===== src/rtl/lcv_pkg.sv =====
// Shared types for the line code violation detector.
package lcv_pkg;

    // Line code select values; 2'b11 is decoded as HDB3.
    typedef enum logic [1:0] {
        LC_AMI  = 2'b00,
        LC_HDB3 = 2'b01,
        LC_B8ZS = 2'b10,
        LC_HDB3B = 2'b11
    } line_code_e;

    // Position inside an open eight-zero substitution (after its first violation).
    typedef enum logic [2:0] {
        S_IDLE = 3'd0,
        S_B1   = 3'd1,
        S_Z    = 3'd2,
        S_V2   = 3'd3,
        S_B2   = 3'd4
    } b8_step_e;

    // True for both select values that choose HDB3.
    function automatic logic is_hdb_code(input logic [1:0] c);
        return c[0];
    endfunction

endpackage


===== src/rtl/lcv_history.sv =====
// Symbol history: remembers polarity of the last mark and whether each of
// the last HIST_DEPTH strobed symbols was a zero (bit 0 = most recent).
// Assumes a symbol with both flags set is neither a mark nor a zero.
module lcv_history #(
    parameter int HIST_DEPTH = 3
) (
    input  logic                  clk,
    input  logic                  rst_n,
    input  logic                  bit_en,
    input  logic                  pos_in,
    input  logic                  neg_in,
    output logic [HIST_DEPTH-1:0] zero_hist,
    output logic                  last_pol,
    output logic                  pol_valid
);

    logic is_mark;
    logic is_zero;

    assign is_mark = pos_in ^ neg_in;
    assign is_zero = !pos_in && !neg_in;

    // Shift the zero flag in and capture the polarity of each mark.
    always_ff @(posedge clk) begin
        if (!rst_n) begin
            zero_hist <= '0;
            last_pol  <= 1'b0;
            pol_valid <= 1'b0;
        end else if (bit_en) begin
            zero_hist <= {zero_hist[HIST_DEPTH-2:0], is_zero};
            if (is_mark) begin
                last_pol  <= pos_in;
                pol_valid <= 1'b1;
            end
        end
    end

    // a strobed mark becomes the polarity reference.
    a_r4_pol_tracks: assert property (@(posedge clk) disable iff (!rst_n)
        (bit_en && is_mark) |=> (pol_valid && (last_pol == $past(pos_in))));

endmodule


===== src/rtl/lcv_zero_run.sv =====
// Zero-run counter: counts consecutive strobed zeros, saturating one past the
// code-dependent limit, and flags the zero that first exceeds the limit.
// Assumes CNT_W holds the largest limit plus one.
module lcv_zero_run #(
    parameter int CNT_W   = 5,
    parameter int AMI_LIM = 15,
    parameter int HDB_LIM = 3,
    parameter int B8_LIM  = 7
) (
    input  logic       clk,
    input  logic       rst_n,
    input  logic       bit_en,
    input  logic       is_zero,
    input  logic [1:0] code_sel,
    output logic       exz_hit
);
    import lcv_pkg::*;

    localparam logic [CNT_W-1:0] AMI_L = CNT_W'(AMI_LIM);
    localparam logic [CNT_W-1:0] HDB_L = CNT_W'(HDB_LIM);
    localparam logic [CNT_W-1:0] B8_L  = CNT_W'(B8_LIM);

    logic [CNT_W-1:0] limit;
    logic [CNT_W-1:0] run_q;

    // Pick the run limit for the selected code.
    always_comb begin
        if (code_sel == LC_AMI)       limit = AMI_L;
        else if (code_sel == LC_B8ZS) limit = B8_L;
        else                          limit = HDB_L;
    end

    assign exz_hit = bit_en && is_zero && (run_q == limit);

    // Count zeros, clear on any non-zero symbol, hold once past the limit.
    always_ff @(posedge clk) begin
        if (!rst_n) begin
            run_q <= '0;
        end else if (bit_en) begin
            if (!is_zero)           run_q <= '0;
            else if (run_q <= limit) run_q <= run_q + 1'b1;
        end
    end

    // one hit per run, never on two strobes in a row.
    a_r8_hit_once: assert property (@(posedge clk) disable iff (!rst_n)
        exz_hit |=> !exz_hit);

endmodule


===== src/rtl/lcv_judge.sv =====
// Violation judge: decides whether a strobed mark that repeats the last
// polarity is legal for the selected code. AMI rejects all of them; HDB3
// accepts one after two zeros with alternating violation polarity; B8ZS
// accepts one after three zeros and then walks the rest of the substitution.
// Assumes HIST_DEPTH >= 3 and that a broken substitution is reported on the
// symbol where it departs from the expected pattern.
module lcv_judge #(
    parameter int HIST_DEPTH = 3
) (
    input  logic                  clk,
    input  logic                  rst_n,
    input  logic                  bit_en,
    input  logic                  pos_in,
    input  logic                  neg_in,
    input  logic [1:0]            code_sel,
    input  logic [HIST_DEPTH-1:0] zero_hist,
    input  logic                  last_pol,
    input  logic                  pol_valid,
    output logic                  viol_err
);
    import lcv_pkg::*;

    logic      is_mark;
    logic      is_zero;
    logic      bpv;
    logic      alt_mark;
    logic      hdb_ok;
    logic      b8_start;
    logic      last_vpol;
    logic      vpol_valid;
    b8_step_e  step_q;
    b8_step_e  step_n;

    assign is_mark  = pos_in ^ neg_in;
    assign is_zero  = !pos_in && !neg_in;
    assign bpv      = is_mark && pol_valid && (pos_in == last_pol);
    assign alt_mark = is_mark && !bpv;
    assign hdb_ok   = bpv && zero_hist[0] && zero_hist[1]
                      && (!vpol_valid || (pos_in != last_vpol));
    assign b8_start = bpv && zero_hist[0] && zero_hist[1] && zero_hist[2];

    // Verdict for the current symbol and next substitution step.
    always_comb begin
        viol_err = 1'b0;
        step_n   = step_q;
        if (bit_en) begin
            if (code_sel == LC_AMI) begin
                viol_err = bpv;
                step_n   = S_IDLE;
            end else if (code_sel == LC_B8ZS) begin
                case (step_q)
                    S_IDLE: begin
                        if (bpv) begin
                            if (b8_start) step_n = S_B1;
                            else          viol_err = 1'b1;
                        end
                    end
                    S_B1: begin
                        if (alt_mark) step_n = S_Z;
                        else begin viol_err = 1'b1; step_n = S_IDLE; end
                    end
                    S_Z: begin
                        if (is_zero) step_n = S_V2;
                        else begin viol_err = 1'b1; step_n = S_IDLE; end
                    end
                    S_V2: begin
                        if (bpv) step_n = S_B2;
                        else begin viol_err = 1'b1; step_n = S_IDLE; end
                    end
                    S_B2: begin
                        if (!alt_mark) viol_err = 1'b1;
                        step_n = S_IDLE;
                    end
                    default: step_n = S_IDLE;
                endcase
            end else begin
                viol_err = bpv && !hdb_ok;
                step_n   = S_IDLE;
            end
        end
    end

    // Register the substitution step.
    always_ff @(posedge clk) begin
        if (!rst_n) step_q <= S_IDLE;
        else        step_q <= step_n;
    end

    // Remember the polarity of the last accepted HDB3 violation.
    always_ff @(posedge clk) begin
        if (!rst_n) begin
            last_vpol  <= 1'b0;
            vpol_valid <= 1'b0;
        end else if (bit_en && is_hdb_code(code_sel) && hdb_ok) begin
            last_vpol  <= pos_in;
            vpol_valid <= 1'b1;
        end
    end

    // the substitution walk only advances on a strobe.
    a_r6_step_hold: assert property (@(posedge clk) disable iff (!rst_n)
        !bit_en |=> $stable(step_q));

endmodule


===== src/rtl/lcv_detect.sv =====
// Line code violation detector top: combines the symbol history, the
// violation judge and the zero-run counter into one registered error pulse.
// Assumes bit_en marks each received symbol for exactly one clock.
module lcv_detect #(
    parameter int HIST_DEPTH = 3,
    parameter int CNT_W      = 5,
    parameter int AMI_LIM    = 15,
    parameter int HDB_LIM    = 3,
    parameter int B8_LIM     = 7
) (
    input  logic       clk,
    input  logic       rst_n,
    input  logic       bit_en,
    input  logic       pos_in,
    input  logic       neg_in,
    input  logic [1:0] code_sel,
    input  logic       zchk_en,
    output logic       cv_err
);

    logic [HIST_DEPTH-1:0] zero_hist;
    logic                  last_pol;
    logic                  pol_valid;
    logic                  viol_err;
    logic                  exz_hit;
    logic                  both_set;
    logic                  sym_zero;
    logic                  err_d;

    assign both_set = pos_in && neg_in;
    assign sym_zero = !pos_in && !neg_in;

    lcv_history #(.HIST_DEPTH(HIST_DEPTH)) u_hist (
        .clk(clk), .rst_n(rst_n), .bit_en(bit_en),
        .pos_in(pos_in), .neg_in(neg_in),
        .zero_hist(zero_hist), .last_pol(last_pol), .pol_valid(pol_valid)
    );

    lcv_judge #(.HIST_DEPTH(HIST_DEPTH)) u_judge (
        .clk(clk), .rst_n(rst_n), .bit_en(bit_en),
        .pos_in(pos_in), .neg_in(neg_in), .code_sel(code_sel),
        .zero_hist(zero_hist), .last_pol(last_pol), .pol_valid(pol_valid),
        .viol_err(viol_err)
    );

    lcv_zero_run #(
        .CNT_W(CNT_W), .AMI_LIM(AMI_LIM), .HDB_LIM(HDB_LIM), .B8_LIM(B8_LIM)
    ) u_zrun (
        .clk(clk), .rst_n(rst_n), .bit_en(bit_en), .is_zero(sym_zero),
        .code_sel(code_sel), .exz_hit(exz_hit)
    );

    assign err_d = bit_en && (both_set || viol_err || (zchk_en && exz_hit));

    // Register the error pulse.
    always_ff @(posedge clk) begin
        if (!rst_n) cv_err <= 1'b0;
        else        cv_err <= err_d;
    end

    // a pulse only follows a strobed symbol.
    a_r1_err_follows_strobe: assert property (@(posedge clk) disable iff (!rst_n)
        cv_err |-> $past(bit_en));

    // no strobe, no pulse.
    a_r2_idle_quiet: assert property (@(posedge clk) disable iff (!rst_n)
        !bit_en |=> !cv_err);

    // both flags set always yields a pulse.
    a_r3_both_flags: assert property (@(posedge clk) disable iff (!rst_n)
        (bit_en && pos_in && neg_in) |=> cv_err);

endmodule


===== config.mk =====
export PLATFORM = sky130hd
export DESIGN_NAME = lcv_detect
export DESIGN_NICKNAME = d
export VERILOG_FILES = /design/src/rtl/lcv_pkg.sv /design/src/rtl/lcv_history.sv /design/src/rtl/lcv_zero_run.sv /design/src/rtl/lcv_judge.sv /design/src/rtl/lcv_detect.sv
export SDC_FILE = /design/constraint.sdc
export NUM_CORES = 1
export LEC_CHECK = 0
export BUFFER_PORTS_ARGS = -buffer_cell sky130_fd_sc_hd__buf_2
export CAP_MARGIN = 20
export CORE_AREA = 2 2 40 60
export DETAILED_ROUTE_END_ITERATION = 8
export DIE_AREA = 0 0 42 62
export GPL_ROUTABILITY_DRIVEN = 0
export PLACE_DENSITY_LB_ADDON = 0.12
export SYNTH_ARGS = -nofsm -noshare
export SYNTH_HDL_FRONTEND = slang
export SYNTH_HIERARCHICAL = 1
export SYNTH_SLANG_ARGS = --single-unit
export TNS_END_PERCENT = 20

===== constraint.sdc =====
create_clock -name clk -period 2.7 [get_ports clk]
set_input_delay 0.54 -clock clk [delete_from_list [all_inputs] [get_ports clk]]
set_output_delay 0.54 -clock clk [all_outputs]
set_load 0.01 [all_outputs]

======== Yosys cells after proc, flatten, opt, wreduce, memory -nomap -nowiden ========
Cells that the tools add are included.
storage, ports and cells
  register bits after elaboration ......... 16
  bits of input ports ..................... 8
  output and inout bits ................... 1
  word-level logic and storage cells ...... 73
cells by class
  add/subtract/negate cells ............... 1
  order comparisons ....................... 1
  equal/unequal tests ..................... 11
  multiplexer cells ....................... 21
  bitwise logic cells ..................... 1
  reduce and logical (&&, ||, !) cells .... 30
operators with widths
  operator                                             number
  two-way mux 3 bit                                    6
  logical AND 1 bit                                    16
  two-way mux 5 bit                                    3
  case mux 3 bit (4 select lines)                      1
  two-way mux 1 bit                                    8
  != test 4 x 2 -> 1 bit, second input constant        2
  equality test 3 x 2 -> 1 bit, second input constant  2
  adder 5 x 1 -> 5 bit, second input constant          1
  equality test 5 bit                                  1
  <= comparator 5 bit                                  1
  zero test 1 bit                                      5
  two-way mux 2 bit                                    2
  case mux 1 bit (4 select lines)                      1
  AND reduction 2 bit                                  2
  equality test 3 x 1 -> 1 bit, second input constant  1
  equality test 3 bit, second input constant           1
  zero test 3 bit                                      1
  logical OR 1 bit                                     3
  AND reduction 3 bit                                  1
  equality test 2 bit, second input constant           1
  zero test 2 bit                                      1
  != test 2 bit, second input constant                 1
  OR reduction 2 bit                                   1
  equality test 1 bit                                  1
  2 further kinds                                      2

======== Longest topological paths before layout ========
  depth in word-level cells ............... 15
  depth in mapped cells ................... 7
  depth with buffers taken out ............ 7

======== Cells and area by module ========
Netlist, hierarchy kept.
by module, submodules not included
  module        instances  cells an instance  area each (µm²)  sequential area each (µm²)
  lcv_judge     1          46                 406.6            100.1
  lcv_zero_run  1          40                 344.1            100.1
  lcv_history   1          20                 211.5            100.1
  lcv_detect    1          5                  46.3             20.0

======== Least setup slack after synthesis ========
OpenSTA, ideal clock, no wires.
  path type ............................... input to register
  start point ............................. input code_sel[1]
  end point ............................... register u_zrun.run_q[3]
  setup time .............................. 120 ps
  arrival time ............................ 2,017 ps
  required time ........................... 2,580 ps
  setup slack ............................. 563 ps
  stages on the path ...................... 6
  path buffers ............................ 0
  cells stage by stage .................... or2_2 -> ha_1 -> or2_2 -> a31oi_4 -> a31oi_1 -> o31a_1
on the way
  cells in the longest elaborated chain, start to end .. 6
  elaborated cells on any way between the ends .. 7
  those cells by class .................... order compare (1); eq/ne (2); mux (2); reduce/logical (2)
RTL lines
  element                            line                source
  from (decl)                        lcv_detect.sv:16    input logic [1:0] code_sel,
  equality test 2 bit                lcv_zero_run.sv:29  else if (code_sel == LC_B8ZS) limit = B8_L;
  two-way mux 3 bit                  lcv_zero_run.sv:29
  two-way mux 5 bit (*)              lcv_zero_run.sv:28  if (code_sel == LC_AMI) limit = AMI_L;
  <= comparator 5 bit (*)            lcv_zero_run.sv:41  else if (run_q <= limit) run_q <= run_q + 1'b1;
  != test 2 bit (no line) (*)        n/a
  AND reduction 2 bit (no line) (*)  n/a
  to (signal assigned)               lcv_zero_run.sv:41
  to (decl)                          lcv_zero_run.sv:24  logic [CNT_W-1:0] run_q;
Mark *: on every way between the ends. The rest lies on a longest branch, timed or not.
A chain may end at the register's enable or synchronous reset.

======== Final worst setup path ========
Ends and elaborated chain as after synthesis.

==> flow_summary.html <==
<table>
<tr><th>Metric</th><th>Value</th></tr>
<tr><th colspan="2">Run status</th></tr>
<tr><td>Outcome</td><td>finished clean</td></tr>
<tr><th colspan="2">Detailed routing</th></tr>
<tr><td>Antenna-violating nets left</td><td>0</td></tr>
<tr><td>Detailed-route via count</td><td>846</td></tr>
<tr><td>Detailed Routing Iterations Pass 1</td><td>4</td></tr>
<tr><td>Violation count after the first detailed-routing iteration</td><td>8</td></tr>
<tr><td>Routed wirelength normalized by instance count</td><td>14.6 um</td></tr>
<tr><td>Post-DR vias/cell</td><td>5.88</td></tr>
<tr><td>Total Routed Length</td><td>2.10 mm</td></tr>
<tr><td>Number of remaining DRC errors</td><td>0</td></tr>
<tr><th colspan="2">Worst setup path</th></tr>
<tr><td>Endpoint of the worst register-to-register path</td><td>u_zrun/run_q[3]</td></tr>
<tr><td>Sort of element at the start of the critical path</td><td>input pin</td></tr>
<tr><td>CP max-delay cell</td><td>sky130_fd_sc_hd__or2_2</td></tr>
<tr><td>Crit path buf inv count</td><td>1</td></tr>
<tr><td>Crit path DAT</td><td>~2.2 ns</td></tr>
<tr><td>Worst setup path end</td><td>u_zrun/run_q[3]</td></tr>
<tr><td>Worst Reg2Reg Path Length in Cells</td><td>5</td></tr>
<tr><td>Critical path data required time</td><td>2.88 ns</td></tr>
<tr><td>Beginning of the worst register-to-register path</td><td>u_zrun/run_q[2]</td></tr>
<tr><td>List of cells traversed by the critical path</td><td>buf_2, or2_2, ha_1, or2_2, a31oi_4, a31oi_1, o31a_1</td></tr>
<tr><td>Number of gates on the worst path with buffers counted</td><td>7</td></tr>
<tr><td>Most used cell along the critical path</td><td>sky130_fd_sc_hd__or2_2</td></tr>
<tr><td>Setup slack of the worst register-to-register path</td><td>0.83 ns</td></tr>
<tr><td>Endpoint type of the worst setup path</td><td>flip-flop</td></tr>
<tr><td>Worst setup startpoint</td><td>code_sel[1]</td></tr>
<tr><td>Kind of critical path</td><td>input pin to flip-flop</td></tr>
<tr><td>Worst path max stage delay</td><td>approximately 0.32 ns</td></tr>
<tr><td>Kind of cell with the highest combined delay on the critical path</td><td>compound AO/OA/AOI/OAI gates</td></tr>
<tr><td>Crit Path Max Fanout</td><td>7</td></tr>
<tr><th colspan="2">Yosys</th></tr>
<tr><td>Most area-consuming cells after synthesis</td><td>sky130_fd_sc_hd__dfxtp_1, sky130_fd_sc_hd__ha_1, sky130_fd_sc_hd__nand2_1</td></tr>
<tr><td>Netlist area before placement</td><td>approximately 0.0010 mm2</td></tr>
<tr><td>Count of cell types in the netlist</td><td>41</td></tr>
<tr><td>Net count after synthesis</td><td>roughly 120</td></tr>
<tr><td>Proportion of netlist area held by the largest area contributor</td><td>31.8%</td></tr>
<tr><td>Largest area contributor in the netlist</td><td>sky130_fd_sc_hd__dfxtp_1</td></tr>
<tr><td>Synth Flop Type</td><td>sky130_fd_sc_hd__dfxtp_1</td></tr>
<tr><td>Synthesized-area fraction occupied by ao, oa, aoi and oai cells</td><td>23.3%</td></tr>
<tr><td>Multiplexer share of the synthesized area</td><td>3.97%</td></tr>
<tr><td>Combinational family with the most area after synthesis</td><td>simple AND/OR/NAND/NOR gates</td></tr>
<tr><td>Syn Inst Count</td><td>111</td></tr>
<tr><td>Commonest cells post-synth</td><td>sky130_fd_sc_hd__dfxtp_1, sky130_fd_sc_hd__nand2_1, sky130_fd_sc_hd__nor2b_1</td></tr>
<tr><td>Post-synth ARST share</td><td>0%</td></tr>
<tr><td>Area share of xor/xnor cells in the synthesized design</td><td>2.48%</td></tr>
<tr><td>Number of synthesis warnings</td><td>6</td></tr>
<tr><td>Number of enable flip-flop cells after synthesis</td><td>0</td></tr>
<tr><td>Area share of and/or/nand/nor cells after synthesis</td><td>27.8%</td></tr>
<tr><td>Synthesized-area fraction occupied by adder cells</td><td>about 6.2%</td></tr>
<tr><td>Syn avg cell area</td><td>9.09 um2</td></tr>
<tr><td>Number of flip-flops and latches in the synthesized netlist</td><td>16</td></tr>
<tr><td>Post-synthesis sequential area ratio</td><td>31.8%</td></tr>
<tr><th colspan="2">Power and ir drop</th></tr>
<tr><td>Portion of total power attributed to sequential cells</td><td>52.1%</td></tr>
<tr><td>Worst-case vdd ir drop</td><td>approximately 0.00027 V</td></tr>
<tr><td>Power dissipated by switching net loads</td><td>0.125 mW</td></tr>
<tr><td>Cell area power density</td><td>442 mW/mm2</td></tr>
<tr><td>Internal power</td><td>0.358 mW</td></tr>
<tr><td>P_leak</td><td>0.439 nW</td></tr>
<tr><td>Total chip power</td><td>0.483 mW</td></tr>
<tr><td>Clock power frac</td><td>32.5%</td></tr>
<tr><td>Sw frac</td><td>25.9%</td></tr>
<tr><td>Logic gate share of total power</td><td>15.4%</td></tr>
<tr><th colspan="2">Floorplanning</th></tr>
<tr><td>Effective utilization at floorplan</td><td>47.4%</td></tr>
<tr><td>Width of the chip</td><td>42 um</td></tr>
<tr><td>Boundary Pins</td><td>9</td></tr>
<tr><td>Total core area</td><td>0.00213 mm2</td></tr>
<tr><td>Area enclosed by the die boundary</td><td>0.00260 mm2</td></tr>
<tr><td>Height of the chip</td><td>62 um</td></tr>
<tr><td>Site row count</td><td>21</td></tr>
<tr><th colspan="2">Clock network</th></tr>
<tr><td>Post CTS Setup Buffer Count</td><td>0</td></tr>
<tr><td>Clock latency on the worst-skew pair</td><td>0.28 ns</td></tr>
<tr><td>Maximum clock path buffer count</td><td>2</td></tr>
<tr><td>Resized Gates After CTS</td><td>0</td></tr>
<tr><td>Total of hold buffers inserted after clock tree synthesis</td><td>0</td></tr>
<tr><td>CTS Root Buffer Type</td><td>sky130_fd_sc_hd__clkbuf_4</td></tr>
<tr><td>TritonCTS clock tree</td><td>done</td></tr>
<tr><td>Number of clock buffers inserted by TritonCTS</td><td>3</td></tr>
<tr><td>Depth of the CTS H-tree</td><td>1</td></tr>
<tr><td>Clock slew seen by the registers of the worst setup and hold paths</td><td>around 0.10 ns</td></tr>
<tr><td>Number of sinks handled by clock tree synthesis</td><td>16</td></tr>
<tr><th colspan="2">STA</th></tr>
<tr><td>Peak clock frequency supported by timing</td><td>0.487 GHz</td></tr>
<tr><td>Unrepaired setup endpoints after global routing</td><td>false</td></tr>
<tr><td>Worst Max-Slew Pin Slew</td><td>0.373 ns</td></tr>
<tr><td>Skew final</td><td>0.00969 ns</td></tr>
<tr><td>Number of endpoints failing setup at the final stage</td><td>0</td></tr>
<tr><td>Final worst-path cycle share</td><td>approximately three quarters</td></tr>
<tr><td>Setup_tns</td><td>0 ns</td></tr>
<tr><td>Final Worst Setup Slack</td><td>0.645 ns</td></tr>
<tr><td>Number of failing hold endpoints at the final stage</td><td>0</td></tr>
<tr><td>Final number of max-transition violations</td><td>0</td></tr>
<tr><td>Post-route minimum period</td><td>roughly 2.1 ns</td></tr>
<tr><td>Worst slew margin relative to its limit</td><td>75.1%</td></tr>
<tr><th colspan="2">Finish</th></tr>
<tr><td>Footprint of the multi-input gates</td><td>643 um2</td></tr>
<tr><td>Number of antenna diodes</td><td>0</td></tr>
<tr><td>Storage element area</td><td>about 320 um2</td></tr>
<tr><td>Fraction of final layout cells with drive strength greater than 1</td><td>roughly 23%</td></tr>
<tr><td>Filler Cells Inserted</td><td>218</td></tr>
<tr><td>Area growth syn-to-layout</td><td>8.19%</td></tr>
<tr><td>Number of nets in the layout</td><td>135</td></tr>
<tr><td>Final design utilization</td><td>51.3%</td></tr>
<tr><td>Area of all placed cells without fillers</td><td>roughly 0.0011 mm2</td></tr>
<tr><th colspan="2">Hold path</th></tr>
<tr><td>Class of the tightest hold or removal check</td><td>flip-flop to flip-flop</td></tr>
<tr><th colspan="2">GRT</th></tr>
<tr><td>Largest net degree at the start of global routing</td><td>20</td></tr>
<tr><td>Global-route wire length before repair</td><td>3.58 mm</td></tr>
<tr><td>Overflow left after global routing</td><td>0</td></tr>
<tr><td>Initial antenna violation count</td><td>0</td></tr>
<tr><td>Number of global-route vias before repair</td><td>just under 900</td></tr>
<tr><td>GRT Overall Usage</td><td>18.0%</td></tr>
<tr><th colspan="2">Place</th></tr>
<tr><td>Estimated wirelength of the detail-placed design</td><td>roughly 1.6 mm</td></tr>
<tr><td>Worst setup slack after placement</td><td>between 0.3 and 0.4 ns</td></tr>
<tr><td>Total cell area at the placement stage</td><td>0.00105 mm2</td></tr>
<tr><td>Number of buffers added on ports</td><td>8</td></tr>
<tr><th colspan="2">Run</th></tr>
<tr><td>Max-cap violations</td><td>0</td></tr>
</table>
worst min path at each step:
stage,from,end,slack (ns),cells past startpoint
floorplan,u_judge/vpol_valid,u_judge/vpol_valid,0.44,1
global placement,u_judge/vpol_valid,u_judge/vpol_valid,0.45,1
detailed placement,u_judge/vpol_valid,u_judge/vpol_valid,0.46,1
CTS,u_judge/vpol_valid,u_judge/vpol_valid,0.49,1
global route,u_judge/vpol_valid,u_judge/vpol_valid,0.51,1
finish,u_judge/vpol_valid,u_judge/vpol_valid,0.48,1
flip-flops by register name, summed over array words and instances (netlist names):
signal / count
u_judge/step_q: 3
cv_err: 1
u_hist/pol_valid: 1
u_hist/zero_hist: 3
u_hist/last_pol: 1
u_zrun/run_q: 5
u_judge/last_vpol: 1
u_judge/vpol_valid: 1
layout by cell type, fill, tap and decap left out, drive strengths merged, types with 5 or more instances in the layout:
cell type,instances
ha,5
dfxtp,16
inv,6
nor2b,6
buf,8
nand2,16
per-stage QoR:
step	std cells	hold WS (ns)
after floorplan	111	0.441
after global placement	140	0.450
after detailed placement	140	0.464
after CTS	144	0.488
after global routing	144	0.510
final	144	0.483
per-layer routing:
layer | share of wire, % | up-vias | track usage (%) | routed length (um)
met5 | 0 | - | 0 | 0
met4 | 1.4 | 0 | 10.1 | 30
met3 | 1.4 | 4 | 1.73 | 29
met2 | 55 | 9 | 36.8 | 1160
met1 | 42 | 400 | 17.5 | 873
li1 | - | 433 | - | -
power by group through the flow:
stage | clock network [mW] | registers (mW) | logic [mW]
2_1_floorplan | 0 | 0.254 | 0.0541
3_3_place_gp | 0 | 0.257 | 0.0734
3_5_place_dp | 0 | 0.257 | 0.0748
4_1_cts | 0.163 | 0.252 | 0.0750
5_1_grt | 0.169 | 0.253 | 0.0827
6_report | 0.157 | 0.252 | 0.0744
cell families after synthesis:
logic type                 after synthesis
AOI/OAI and AO/OA                       27
and+or+nand+nor                         49
adders and majority gates                5
buffers and inverters                    8
DFF                                     16
muxes                                    4
xor gates and xnor gates                 2
cell type report:
type                    instances  share of cell area [%]
multi-input cells              87                    58.9
flip-flops and latches         16                    29.4
repair buffers                  8                    3.67
clock buffers                   4                    3.33
well taps                      23                    2.64
inverters                       6                    2.06
No activity file was read; power rests on OpenSTA's default activity.
